**src/rtl/pps_accum_pkg.sv**
```systemverilog
package pps_accum_pkg;
  localparam int unsigned CNT_W_DEF   = 32;
  localparam int unsigned NSEC_W_DEF  = 16;
  localparam int unsigned SYNC_STAGES = 2;
endpackage

```
**src/rtl/pps_edge_sync.sv**
```systemverilog
module pps_edge_sync #(
  parameter int unsigned STAGES = pps_accum_pkg::SYNC_STAGES
) (
  input  logic clk_i,
  input  logic rst_ni,
  input  logic pps_i,
  output logic rise_o
);
  logic [STAGES-1:0] sync_q;
  logic              last_q;

  for (genvar i = 0; i < STAGES; i++) begin : g_stage
    if (i == 0) begin : g_first
      always_ff @(posedge clk_i or negedge rst_ni)
        if (!rst_ni) sync_q[0] <= 1'b0;
        else         sync_q[0] <= pps_i;
    end else begin : g_next
      always_ff @(posedge clk_i or negedge rst_ni)
        if (!rst_ni) sync_q[i] <= 1'b0;
        else         sync_q[i] <= sync_q[i-1];
    end
  end

  always_ff @(posedge clk_i or negedge rst_ni)
    if (!rst_ni) last_q <= 1'b0;
    else         last_q <= sync_q[STAGES-1];

  assign rise_o = sync_q[STAGES-1] & ~last_q;

  // a level held high yields one edge only
  a_r3_single_rise: assert property (@(posedge clk_i) disable iff (!rst_ni)
    rise_o |=> !rise_o);
endmodule

```
**src/rtl/free_cycle_counter.sv**
```systemverilog
module free_cycle_counter #(
  parameter int unsigned W = pps_accum_pkg::CNT_W_DEF
) (
  input  logic         clk_i,
  input  logic         rst_ni,
  output logic [W-1:0] cnt_o
);
  always_ff @(posedge clk_i or negedge rst_ni)
    if (!rst_ni) cnt_o <= '0;
    else         cnt_o <= cnt_o + W'(1);
endmodule

```
**src/rtl/interval_capture.sv**
```systemverilog
module interval_capture #(
  parameter int unsigned W = pps_accum_pkg::CNT_W_DEF
) (
  input  logic         clk_i,
  input  logic         rst_ni,
  input  logic         clr_i,
  input  logic         cap_i,
  input  logic [W-1:0] val_i,
  output logic [W-1:0] diff_o,
  output logic         diff_vld_o
);
  logic [W-1:0] prev_q;
  logic         seeded_q;
  logic         take;

  assign take = cap_i & ~clr_i;  // start wins over a coincident capture

  always_ff @(posedge clk_i or negedge rst_ni) begin
    if (!rst_ni) begin
      prev_q     <= '0;
      seeded_q   <= 1'b0;
      diff_o     <= '0;
      diff_vld_o <= 1'b0;
    end else begin
      diff_vld_o <= 1'b0;
      if (clr_i) begin
        seeded_q <= 1'b0;
      end else if (take) begin
        prev_q   <= val_i;
        seeded_q <= 1'b1;
        if (seeded_q) begin
          diff_o     <= val_i - prev_q;  // modulo 2^W
          diff_vld_o <= 1'b1;
        end
      end
    end
  end

  // the seeding capture produces no count
  a_r4_seed_silent: assert property (@(posedge clk_i) disable iff (!rst_ni)
    (take && !seeded_q) |=> !diff_vld_o);
  // count holds between captures
  a_r2_hold: assert property (@(posedge clk_i) disable iff (!rst_ni)
    !take |=> $stable(diff_o));
endmodule

```
**src/rtl/accum_ctrl.sv**
```systemverilog
module accum_ctrl #(
  parameter int unsigned CNT_W  = pps_accum_pkg::CNT_W_DEF,
  parameter int unsigned NSEC_W = pps_accum_pkg::NSEC_W_DEF,
  localparam int unsigned SUM_W = CNT_W + NSEC_W
) (
  input  logic              clk_i,
  input  logic              rst_ni,
  input  logic              start_i,
  input  logic [NSEC_W-1:0] nsec_i,
  input  logic [CNT_W-1:0]  diff_i,
  input  logic              diff_vld_i,
  output logic              active_o,
  output logic [SUM_W-1:0]  sum_o,
  output logic              valid_o
);
  logic [NSEC_W-1:0] target_q;
  logic [NSEC_W-1:0] done_q;

  always_ff @(posedge clk_i or negedge rst_ni) begin
    if (!rst_ni) begin
      active_o <= 1'b0;
      sum_o    <= '0;
      valid_o  <= 1'b0;
      target_q <= NSEC_W'(1);
      done_q   <= '0;
    end else if (start_i) begin
      active_o <= 1'b1;
      sum_o    <= '0;
      valid_o  <= 1'b0;
      done_q   <= '0;
      target_q <= (nsec_i == '0) ? NSEC_W'(1) : nsec_i;
    end else if (diff_vld_i && active_o && !valid_o) begin
      sum_o  <= sum_o + {{NSEC_W{1'b0}}, diff_i};
      done_q <= done_q + NSEC_W'(1);
      if (done_q + NSEC_W'(1) == target_q) valid_o <= 1'b1;
    end
  end

  a_r7_start_clears: assert property (@(posedge clk_i) disable iff (!rst_ni)
    start_i |=> (sum_o == '0 && !valid_o));
  a_r6_frozen: assert property (@(posedge clk_i) disable iff (!rst_ni)
    (valid_o && !start_i) |=> (valid_o && $stable(sum_o)));
  a_r5_done_at_target: assert property (@(posedge clk_i) disable iff (!rst_ni)
    $rose(valid_o) |-> (done_q == target_q));
  a_r11_idle_quiet: assert property (@(posedge clk_i) disable iff (!rst_ni)
    !active_o |-> (sum_o == '0 && !valid_o));
endmodule

```
**src/rtl/pps_freq_accum.sv**
```systemverilog
module pps_freq_accum #(
  parameter int unsigned CNT_W  = pps_accum_pkg::CNT_W_DEF,
  parameter int unsigned NSEC_W = pps_accum_pkg::NSEC_W_DEF,
  localparam int unsigned SUM_W = CNT_W + NSEC_W
) (
  input  logic              clk_i,
  input  logic              rst_ni,
  input  logic              pps_i,
  input  logic              start_i,
  input  logic [NSEC_W-1:0] nsec_i,
  output logic [CNT_W-1:0]  sec_count_o,
  output logic [SUM_W-1:0]  sum_o,
  output logic              valid_o
);
  logic             rise;
  logic             active;
  logic [CNT_W-1:0] cnt;
  logic             diff_vld;

  pps_edge_sync u_sync (
    .clk_i (clk_i), .rst_ni (rst_ni), .pps_i (pps_i), .rise_o (rise)
  );

  free_cycle_counter #(.W(CNT_W)) u_cnt (
    .clk_i (clk_i), .rst_ni (rst_ni), .cnt_o (cnt)
  );

  interval_capture #(.W(CNT_W)) u_cap (
    .clk_i      (clk_i),
    .rst_ni     (rst_ni),
    .clr_i      (start_i),
    .cap_i      (rise & active),
    .val_i      (cnt),
    .diff_o     (sec_count_o),
    .diff_vld_o (diff_vld)
  );

  accum_ctrl #(.CNT_W(CNT_W), .NSEC_W(NSEC_W)) u_ctrl (
    .clk_i      (clk_i),
    .rst_ni     (rst_ni),
    .start_i    (start_i),
    .nsec_i     (nsec_i),
    .diff_i     (sec_count_o),
    .diff_vld_i (diff_vld),
    .active_o   (active),
    .sum_o      (sum_o),
    .valid_o    (valid_o)
  );
endmodule

```
**config.mk**
```make
export PLATFORM = sky130hd
export DESIGN_NAME = pps_freq_accum
export DESIGN_NICKNAME = d
export VERILOG_FILES = /design/src/rtl/pps_accum_pkg.sv /design/src/rtl/pps_edge_sync.sv /design/src/rtl/free_cycle_counter.sv /design/src/rtl/interval_capture.sv /design/src/rtl/accum_ctrl.sv /design/src/rtl/pps_freq_accum.sv
export SDC_FILE = /design/constraint.sdc
export NUM_CORES = 1
export LEC_CHECK = 0
export BUFFER_PORTS_ARGS = -buffer_cell sky130_fd_sc_hd__buf_2
export CORE_UTILIZATION = 40
export CTS_CLUSTER_DIAMETER = 100
export DETAILED_ROUTE_END_ITERATION = 8
export GPL_ROUTABILITY_DRIVEN = 0
export SLEW_MARGIN = 5
export SYNTH_ARGS = -nofsm -noshare
export SYNTH_HDL_FRONTEND = slang
export SYNTH_SLANG_ARGS = --single-unit
```
**constraint.sdc**
```tcl
create_clock -name clk_i -period 2.9 [get_ports clk_i]
set_clock_uncertainty 0.05 [all_clocks]
set_input_delay 0.58 -clock clk_i [delete_from_list [all_inputs] [get_ports clk_i]]
set_output_delay 0.58 -clock clk_i [all_outputs]
set_load 0.02 [all_outputs]
```
======== Word-level counts from Yosys, hierarchy flattened ========
Index checks and enable logic that the tools add are counted.
cells by class
  mux-type cells .......................... 13
  reduce and logical (&&, ||, !) cells .... 10
  add/subtract/negate cells ............... 4
  bitwise operators ....................... 5
  equal/unequal tests ..................... 1
operators by type and width
  kind                                                             number
  48-bit 2-to-1 mux                                                2
  48-bit by 32-bit adder with 48-bit output                        1
  16-bit 2-to-1 mux                                                3
  32-bit by 1-bit adder with 32-bit output, second input constant  1
  32-bit subtractor                                                1
  16-bit by 1-bit adder with 16-bit output, second input constant  1
  16-bit == test                                                   1
  16-bit logical NOT                                               1
  1-bit 2-to-1 mux                                                 8
  2-bit nonzero test                                               3
  2-bit AND reduction                                              2
  1-bit AND                                                        3
  3-bit AND reduction                                              1
  1-bit logical AND                                                2
  1-bit NOT                                                        2
  1-bit logical NOT                                                1
storage, ports and cells
  register bits after elaboration ......... 183
  logic and storage cells ................. 46
  input bits .............................. 20

======== Depth between registers and ports, before layout ========
Gate-level depths: netlist of run 1.
  depth after elaboration ................. 6
  mapped depth ............................ 12

======== Hierarchy ========
A second synthesis of run 1 with hierarchy kept.
second synthesis, totals
  cell total of the unflattened synthesis .. 1269
  area, all modules ....................... 11476.0 µm²
by module, submodules not included
  module              cells each  seq. area each (µm²)  times used  area an instance (µm²)
  accum_ctrl          660         2053.2                1           5789.3
  interval_capture    477         1651.6                1           4112.7
  free_cycle_counter  127         800.8                 1           1478.9
  pps_edge_sync       4           75.1                  1           88.8
  pps_freq_accum      1           0.0                   1           6.3

======== Worst setup path before layout of run 1 ========
No wires, ideal clock.
  path kind ............................... register to register
  start ................................... register u_cap.diff_o[1]
  end ..................................... register u_ctrl.sum_o[27]
  slack ................................... -64 ps
  period minus slack after synthesis ...... 2964 ps
  setup time .............................. 137 ps
  stages on the path, launching flop included .. 11
  data arrival time ....................... 2777 ps
  path through ............................ dfrtp_1 -> ha_1 -> a211o_1 -> a211o_1 -> a41o_4 -> a31oi_4 -> o21ai_2 -> a221o_1 -> a311o_1 -> nand2_1 -> o221ai_2
on the way
  word-level cells in the longest chain between the ends .. 3
ends and longest elaborated chain
  element                                    RTL line                RTL
  from (decl)                                interval_capture.sv:9   output logic [W-1:0] diff_o,
  from (signal assigned)                     interval_capture.sv:32  diff_o <= val_i - prev_q;
  48-bit by 32-bit adder with 48-bit output  accum_ctrl.sv:33        sum_o <= sum_o + {{NSEC_W{1'b0}}, diff_i};
  48-bit 2-to-1 mux                          accum_ctrl.sv:32        end else if (diff_vld_i && active_o && !valid_o) begin
  48-bit 2-to-1 mux                          accum_ctrl.sv:26        end else if (start_i) begin
  to (signal assigned)                       accum_ctrl.sv:33
  to (decl)                                  accum_ctrl.sv:13        output logic [SUM_W-1:0] sum_o,
No other way between the ends. The select of a mux whose other input is x is not followed.
A chain may end at the register's enable or synchronous reset.

======== Final worst setup path of run 1 ========
  start ................................... register u_cap.diff_o[0]
  end ..................................... register u_ctrl.sum_o[38]
Same word-level chain as after synthesis.

==> qor_table.md, run 1 <==
| Metric | Reported | Unit |
| --- | --- | --- |
| Signed area change from the synthesized netlist to the final layout | 20.1 | % |
| Count of pins on the block boundary | 101 | - |
| Arrival time at the worst endpoint | 3.14 | ns |
| Cell area after layout | 13200 | um2 |
| Via count of the routed design | 9045 | - |
| FFs w/ async S/R, synth | 100 | % |
| Placed Instances | 1681 | - |
| Number of synthesized flops with an enable pin | 0 | - |
| Final Hold Violating Endpoints | 0 | - |
| Post-layout instance count excluding filler cells | 1718 | - |
| Most used cells in the layout excluding fill and tap cells | sky130_fd_sc_hd__dfrtp_1 (180), sky130_fd_sc_hd__nand2_1 (164), sky130_fd_sc_hd__o21ai_0 (102) | - |
| Overall Global Routing Usage | 20.1 | % |
| Number of diodes | 0 | - |
| Hold Crit Class | input port to asynchronous set/reset pin | - |
| Sequential share of the synthesized area | 41.8 | % |
| CP endpoint kind | flip-flop | - |
| Routed wire length | 27.0 | mm |
| Via density | 5.26 | - |
| Cells after Synth | 1218 | - |
| Clock transition at the register clock pins on the worst setup and hold paths after CTS | 0.07 | ns |
| Clock sink count | 183 | - |
| Slew at the pin closest to its max-slew limit | 0.637 | ns |
| Biggest fanout along the worst timing path | 8 | - |
| Detail Placement HPWL | 20.1 | mm |
| Die Outline Area | 28100 | um2 |
| TritonCTS clock tree | done | - |
| Highest clock frequency the design can meet | 0.349 | GHz |
| Status | complete, no violations | - |
| Required time at the worst-slack endpoint | 3.17 | ns |
| Remaining max-slew budget at the tightest pin | 57.5 | % |
| Count of standard-cell rows | 60 | - |
| Routed wire length per instance | 15.7 | um |
| Crit path time final | 2.87 | ns |
| Maximum number of pins on one net before global-route repair | 77 | - |
| Distinct cells, synth | 63 | - |
| Worst ir drop on vdd | 0.000418 | V |
| Root Buffer Master | sky130_fd_sc_hd__clkbuf_16 | - |
| Leakage power of the design | 6.45 | nW |
| First drt pass iteration count | 4 | - |
| Number of DRC violations after detailed-routing iteration 0 | 418 | - |
| Via count of the first global-routing pass | 8982 | - |
| Element type at the critical path start | flip-flop | - |
| Final net count | 1451 | - |
| Syn nets | 1305 | - |
| Area of the core region | 27000 | um2 |
| Share of final-layout standard cells stronger than drive strength 1 | 20.2 | % |
| Buffer depth of the longest clock path | 2 | - |
| Top_reg_cell synth | sky130_fd_sc_hd__dfrtp_1 | - |
| Number of DRC violations after detailed routing | 0 | - |
| Warnings from Yosys | 0 | - |
| Per-instance average area after synthesis | 9.00 | um2 |
| PortBufs | 100 | - |
| Leading cell type in the layout, fill and taps excluded | sky130_fd_sc_hd__dfrtp_1 | - |
| Final critical-path share of the clock period | 98.9 | % |
| Count of nets left with antenna violations after detail routing | 0 | - |
| Power density cells | 541 | nW/um2 |
| Combined area of all synthesized cells | 11000 | um2 |
| Clock latency reported for the late side of the worst-skew pair | 0.44 | ns |
| Number of antenna violations at the first check in global routing | 0 | - |
| Final setup violating endpoints | 0 | - |
| Slew Limit Fails | 0 | - |
| Final Total Pwr | 7.12 | mW |
| Die span in y | 168 | um |
| Width of the die | 168 | um |
| Initial core utilization | 40.7 | % |
| Num CTS Buffers | 17 | - |
| RSZ-0062 raised after global routing | yes | - |
| Post-DP Area | 12300 | um2 |
| Total congestion overflow after global routing | 0 | - |
| Total Negative Setup Slacks | 0 | ns |
| Number of max-cap violations | 0 | - |
| Crit Path Category | flip-flop to flip-flop | - |
| Wire length of the first global-routing pass | 45.5 | mm |
| H-tree level count | 4 | - |
| Register bit total from synthesis | 183 | - |
[critical path: stages (launching register included)]
cell and delay [ns]:
sky130_fd_sc_hd__dfrtp_1 0.40, sky130_fd_sc_hd__ha_2 0.20, sky130_fd_sc_hd__fa_2 0.35, sky130_fd_sc_hd__a211oi_2 0.25, sky130_fd_sc_hd__o21bai_1 0.11, sky130_fd_sc_hd__o211ai_1 0.32
sky130_fd_sc_hd__a31oi_2 0.19, sky130_fd_sc_hd__o211ai_1 0.25, sky130_fd_sc_hd__a21boi_2 0.16, sky130_fd_sc_hd__o2111ai_1 0.24, sky130_fd_sc_hd__xor2_1 0.17, sky130_fd_sc_hd__nor2_1 0.05
[worst paths after layout]
path | slack (ns) | from | cells past startpoint | to
setup / recovery | 0.03 | u_cap.diff_o[0] | 11 | u_ctrl.sum_o[38]
hold / removal | 0.12 | rst_ni | 1 | u_ctrl.sum_o[2]
setup reg to reg | 0.03 | u_cap.diff_o[0] | 11 | u_ctrl.sum_o[38]
hold reg to reg | 0.30 | u_sync.sync_q[0] | 0 | u_sync.sync_q[1]
max in group asynchronous | 2.00 | rst_ni | 2 | u_cap.diff_o[8]
min in group clk_i | 0.20 | pps_i | 1 | u_sync.sync_q[0]
[routing by layer]
layer	vias up	global-route usage [%]	part of all wire, %
met5	-	0	0
met4	0	6.18	1.8
met3	34	2.67	2.1
met2	128	33.6	47
met1	4289	27.0	49
li1	4594	-	-
[flip-flops by register name, indices dropped and copies added, names as in the netlist]
register	count
u_cap.diff_o	32
u_cap.diff_vld_o	1
u_cap.prev_q	32
u_cap.seeded_q	1
u_cnt.cnt_o	32
u_ctrl.active_o	1
u_ctrl.done_q	16
u_ctrl.sum_o	48
u_ctrl.target_q	16
u_ctrl.valid_o	1
u_sync.last_q	1
u_sync.sync_q	2
[logic make-up after synthesis]
logic type | share of synthesized area, %
xor gates and xnor gates | 9.98
AOI/OAI and AO/OA | 18.3
buffers and inverters | 3.32
DFF | 41.8
adders and majority gates | 7.78
and+or+nand+nor | 17.0
muxes | 1.84
[synth_stat cells, drive strengths merged (2+ instances only)]
master / number / area (um2)
a211o: 5 / 43.8
a211oi: 9 / 67.6
a21boi: 4 / 30.0
a21o: 38 / 288
a21oi: 98 / 490
a221oi: 3 / 26.3
a31oi: 13 / 96.3
a41oi: 4 / 35.0
and2: 7 / 43.8
and3: 14 / 87.6
and4: 8 / 70.1
buf: 5 / 18.8
clkbuf: 47 / 176
dfrtp: 182 / 4550
fa: 2 / 40.0
ha: 65 / 813
inv: 45 / 169
mux2: 17 / 191
nand2: 165 / 619
nand2b: 10 / 62.6
nand3: 50 / 250
nand4: 21 / 131
nor2: 70 / 263
nor2b: 4 / 25.0
nor3: 21 / 105
nor4: 7 / 43.8
o2111ai: 2 / 17.5
o211a: 2 / 20.0
o211ai: 8 / 60.1
o21a: 5 / 38.8
o21ai: 108 / 544
o21bai: 8 / 60.1
o22ai: 2 / 12.5
o31a: 2 / 17.5
o31ai: 4 / 30.0
o41ai: 2 / 17.5
or2: 2 / 12.5
or3: 14 / 87.6
or4: 3 / 22.5
xnor2: 62 / 543
xor2: 63 / 552
[stage by stage]
| step | util [%] | hold WS (ns) | setup WS (ns) |
|---|---|---|---|
| after floorplan | - | 0.234 | 0.00942 |
| after global placement | 45.8 | 0.291 | -0.0789 |
| after detailed placement | 45.8 | 0.290 | -0.103 |
| after CTS | 48.2 | 0.121 | 0.0250 |
| after global routing | 48.9 | 0.167 | -0.158 |
| final | 48.9 | 0.115 | 0.0318 |
[power by group]
group	internal, mW	switching, mW
clock network	1.34	1.12
logic	0.708	0.999
registers	2.75	0.211
[area by class of cell]
type	count	area (um2)
Clock buffer	18	439
Clock inverter	14	185
Fill cell	2617	13800
Inverter	45	169
Multi-Input combinational cell	938	6230
Sequential cell	183	4580
Tap cell	341	427
Timing Repair Buffer	179	1140
[repair_timing]
item / CTS / global route
buffers inserted: 0 / 5
endpoints found under the setup margin: 26 / 36
pin swaps: 6 / 20
resized for setup: 7 / 34
hold buffers: 0 / 0
Note: power is estimated with default switching activity, not from simulation.
==> run 2, diff against run 1 <==
==> constraint.sdc (replaced) <==
create_clock -name clk_i -period 2.9 [get_ports clk_i]
set_clock_uncertainty 0.05 [all_clocks]
set_input_delay 0.29 -clock clk_i [delete_from_list [all_inputs] [get_ports clk_i]]
set_output_delay 0.29 -clock clk_i [all_outputs]
set_load 0.02 [all_outputs]
==> run 2 against run 1 <==
Sequential share of layout area shrank 0.086 points. Critical path type unchanged. Worst setup slack lost 0.070 ns. Final cell count grew 0.64%. Core utilization rose by 0.12 points. First-iteration DRC count grew 31%. Register-to-register slack lost 0.07 ns. The run now ends with negative setup slack left.
==> qor_table.md, run 2 (synthesis results as in run 1) <==
| Metric | Reported | Unit | Delta |
| --- | --- | --- | --- |
| Status | finished, violations left | - | was complete, no violations |
| Failing checks | negative setup slack | - |  |
| Slew Limit Fails | 0 | - | unchanged |
| Clock sink count | 183 | - | unchanged |
| Largest register by flop count | u_ctrl.sum_o | - | unchanged |
| Power density cells | 537 | nW/um2 | was 541 nW/um2 |
| Final core area utilization | 49.0 | % | was 48.9% |
| Wire length on met3 | 696 | um | was 566 um |
| CP endpoint kind | flip-flop | - | unchanged |
| Area of the core region | 27000 | um2 | unchanged |
| Num CTS Buffers | 17 | - | unchanged |
| Leading cell type in the layout, fill and taps excluded | sky130_fd_sc_hd__dfrtp_1 | - | unchanged |
| Final critical-path share of the clock period | 101 | % | was 98.9% |
| Total congestion overflow after global routing | 0 | - | unchanged |
| Count of nets left with antenna violations after detail routing | 0 | - | unchanged |
| Biggest cell delay along the critical path | 0.43 | ns | was 0.40 ns |
| Initial core utilization | 40.7 | % | unchanged |
| Crit Path Category | flip-flop to flip-flop | - | unchanged |
| Highest clock frequency the design can meet | 0.340 | GHz | was 0.349 GHz |
| Clock latency reported for the late side of the worst-skew pair | 0.44 | ns | about the same |
| Share of final-layout standard cells stronger than drive strength 1 | 20.0 | % | was 20.2% |
| Number of logic stages on the critical path including buffering | 11 | - | unchanged |
| Via density | 5.38 | - | was 5.26 |
| TritonCTS clock tree | done | - | unchanged |
| Hold path endpoint | u_ctrl.target_q[6] | - |  |
| Number of flip-flops under the largest register name | 48 | - | unchanged |
| Number of max-cap violations | 0 | - | unchanged |
| Final net count | 1462 | - | was 1451 |
| Die Outline Area | 28100 | um2 | unchanged |
| Kind of cell adding the most delay to the critical path | compound AO/OA/AOI/OAI gates | - | unchanged |
| Clock transition at the register clock pins on the worst setup and hold paths after CTS | 0.07 | ns | about the same |
| Setup slack after layout | -0.0386 | ns | was 0.0318 ns |
| Root Buffer Master | sky130_fd_sc_hd__clkbuf_16 | - | unchanged |
| Number of DRC violations after detailed-routing iteration 0 | 549 | - | was 418 |
| Slowest cell on the critical path | sky130_fd_sc_hd__dfrtp_1 | - | unchanged |
| Count of standard-cell rows | 60 | - | unchanged |
| Top routing layer in use | met4 | - | unchanged |
| Overall Global Routing Usage | 19.8 | % | was 20.1% |
| Wire length of the first global-routing pass | 45.1 | mm | was 45.5 mm |
| Maximum number of pins on one net before global-route repair | 86 | - | was 77 |
| Routed wire length | 27.3 | mm | was 27.0 mm |
| Series of cell instances along the critical path | ha_4, buf_6, a211o_1, a211o_1, a41o_4, a31oi_4, o21ai_2, a221o_1, a311o_1, nand2_1, o221ai_2 | - | was ha_2, fa_2, a211oi_2, o21bai_1, o211ai_1, a31oi_2, o211ai_1, a21boi_2, o2111ai_1, xor2_1, nor2_1 |
| Via count of the first global-routing pass | 8903 | - | was 8982 |
| Wl on met1 | 13.2 | mm | about the same |
| Final Total Pwr | 7.09 | mW | was 7.12 mW |
| Met2 layer wire length in the routed design | 13.1 | mm | was 12.8 mm |
| Hold Startpoint | nsec_i[6] | - |  |
| Final Hold Violating Endpoints | 0 | - | unchanged |
| Required time at the worst-slack endpoint | 3.14 | ns | was 3.17 ns |
| Arrival time at the worst endpoint | 3.18 | ns | was 3.14 ns |
| Worst ir drop on vdd | 0.000400 | V | was 0.000418 V |
| Detail Placement HPWL | 20.0 | mm | was 20.1 mm |
| Leakage power of the design | 6.46 | nW | was 6.45 nW |
| Slew at the pin closest to its max-slew limit | 0.729 | ns | was 0.637 ns |
| RSZ-0062 raised after global routing | yes | - | unchanged |
| Cell occurring most often along the worst timing path | sky130_fd_sc_hd__a211o_1 | - | was sky130_fd_sc_hd__o211ai_1 |
| Width of the die | 168 | um | unchanged |
| Routed wire length per instance | 15.8 | um | was 15.7 um |
| Element type at the critical path start | flip-flop | - | unchanged |
| Most used cells in the layout excluding fill and tap cells | sky130_fd_sc_hd__dfrtp_1 (180), sky130_fd_sc_hd__nand2_1 (164), sky130_fd_sc_hd__o21ai_0 (101) | - | was sky130_fd_sc_hd__dfrtp_1 (180), sky130_fd_sc_hd__nand2_1 (164), sky130_fd_sc_hd__o21ai_0 (102) |
| Die span in y | 168 | um | unchanged |
| Biggest fanout along the worst timing path | 4 | - | was 8 |
| Count of pins on the block boundary | 101 | - | unchanged |
| Worst reg-to-reg path cell count | 11 | - | unchanged |
| Remaining max-slew budget at the tightest pin | 51.4 | % | was 57.5% |
| Critical path buffer and inverter count | 1 | - | was 0 |
| H-tree level count | 4 | - | unchanged |
| Number of DRC violations after detailed routing | 0 | - | unchanged |
| PortBufs | 100 | - | unchanged |
| Crit path time final | 2.94 | ns | was 2.87 ns |
| Worst Hold Depth | 2 | - |  |
| Buffer depth of the longest clock path | 2 | - | unchanged |
| Signed area change from the synthesized netlist to the final layout | 20.4 | % | was 20.1% |
| Endpoint of the lowest-slack register-to-register path | u_ctrl.sum_o[27] | - | was u_ctrl.sum_o[38] |
| First drt pass iteration count | 5 | - | was 4 |
| Number of antenna violations at the first check in global routing | 0 | - | unchanged |
| Final setup violating endpoints | 2 | - | was 0 |
| Hold Crit Class | input port to flip-flop | - | was input port to asynchronous set/reset pin |
| Number of diodes | 0 | - | unchanged |
| Reg2reg setup slack | -0.04 | ns | was 0.03 ns |
| Via count of the routed design | 9304 | - | was 9045 |
| Worst reg2reg startpoint | u_ctrl.sum_o[0] | - | was u_cap.diff_o[0] |
==> run 2: worst max path at each step <==
stage,start,end,slack [ns]
after floorplan,u_cap.diff_o[1],u_ctrl.sum_o[27],0.009
after global placement,u_cap.diff_o[0],u_ctrl.sum_o[38],-0.08
after detailed placement,u_cap.diff_o[0],u_ctrl.sum_o[28],-0.17
after CTS,u_cap.diff_o[1],u_ctrl.sum_o[38],-0.04
after global routing,u_cap.diff_o[0],u_ctrl.sum_o[46],-0.15
final,u_ctrl.sum_o[0],u_ctrl.sum_o[27],-0.04
==> run 2: area by class of cell <==
| class | instances | area [um2] |
|---|---|---|
| Fill cell | 2569 | 13700 |
| Multi-Input combinational cell | 938 | 6180 |
| Sequential cell | 183 | 4580 |
| Timing Repair Buffer | 190 | 1230 |
| Tap cell | 341 | 427 |
| Clock buffer | 17 | 425 |
| Clock inverter | 15 | 185 |
| Inverter | 45 | 169 |
==> run 2: where the power goes <==
group | total [mW] | switching [mW] | internal, mW
registers | 2.94 | 0.197 | 2.75
logic | 1.75 | 1.02 | 0.732
clock network | 2.40 | 1.15 | 1.24
==> run 2: metrics by stage <==
stage | worst slack (ns) | std cells | instance area (um2) | hold WS, ns | TNS [ns]
after floorplan | 0.00942 | 1218 | 11000 | -0.0556 | 0
after global placement | -0.0844 | 1688 | 12400 | 0.287 | -0.827
after detailed placement | -0.167 | 1688 | 12400 | 0.287 | -2.04
after CTS | -0.0355 | 1725 | 13100 | 0.0401 | -0.0389
after global routing | -0.147 | 1729 | 13200 | 0.0416 | -1.12
final | -0.0386 | 1729 | 13200 | 0.0584 | -0.0467
==> run 2: per-layer routing <==
layer / up-vias / GRT usage (%)
met3: 24 / 3.05
li1: 4631 / -
met4: 0 / 4.95
met5: - / 0
met1: 4492 / 26.8
met2: 157 / 33.2
==> run 2: timing repair <==
action	CTS	global route
setup endpoints to repair	27	36
hold endpoints to repair	83	0
resized for setup	9	23
pin swaps	5	24
hold buffers	2	0
setup buffers	3	4
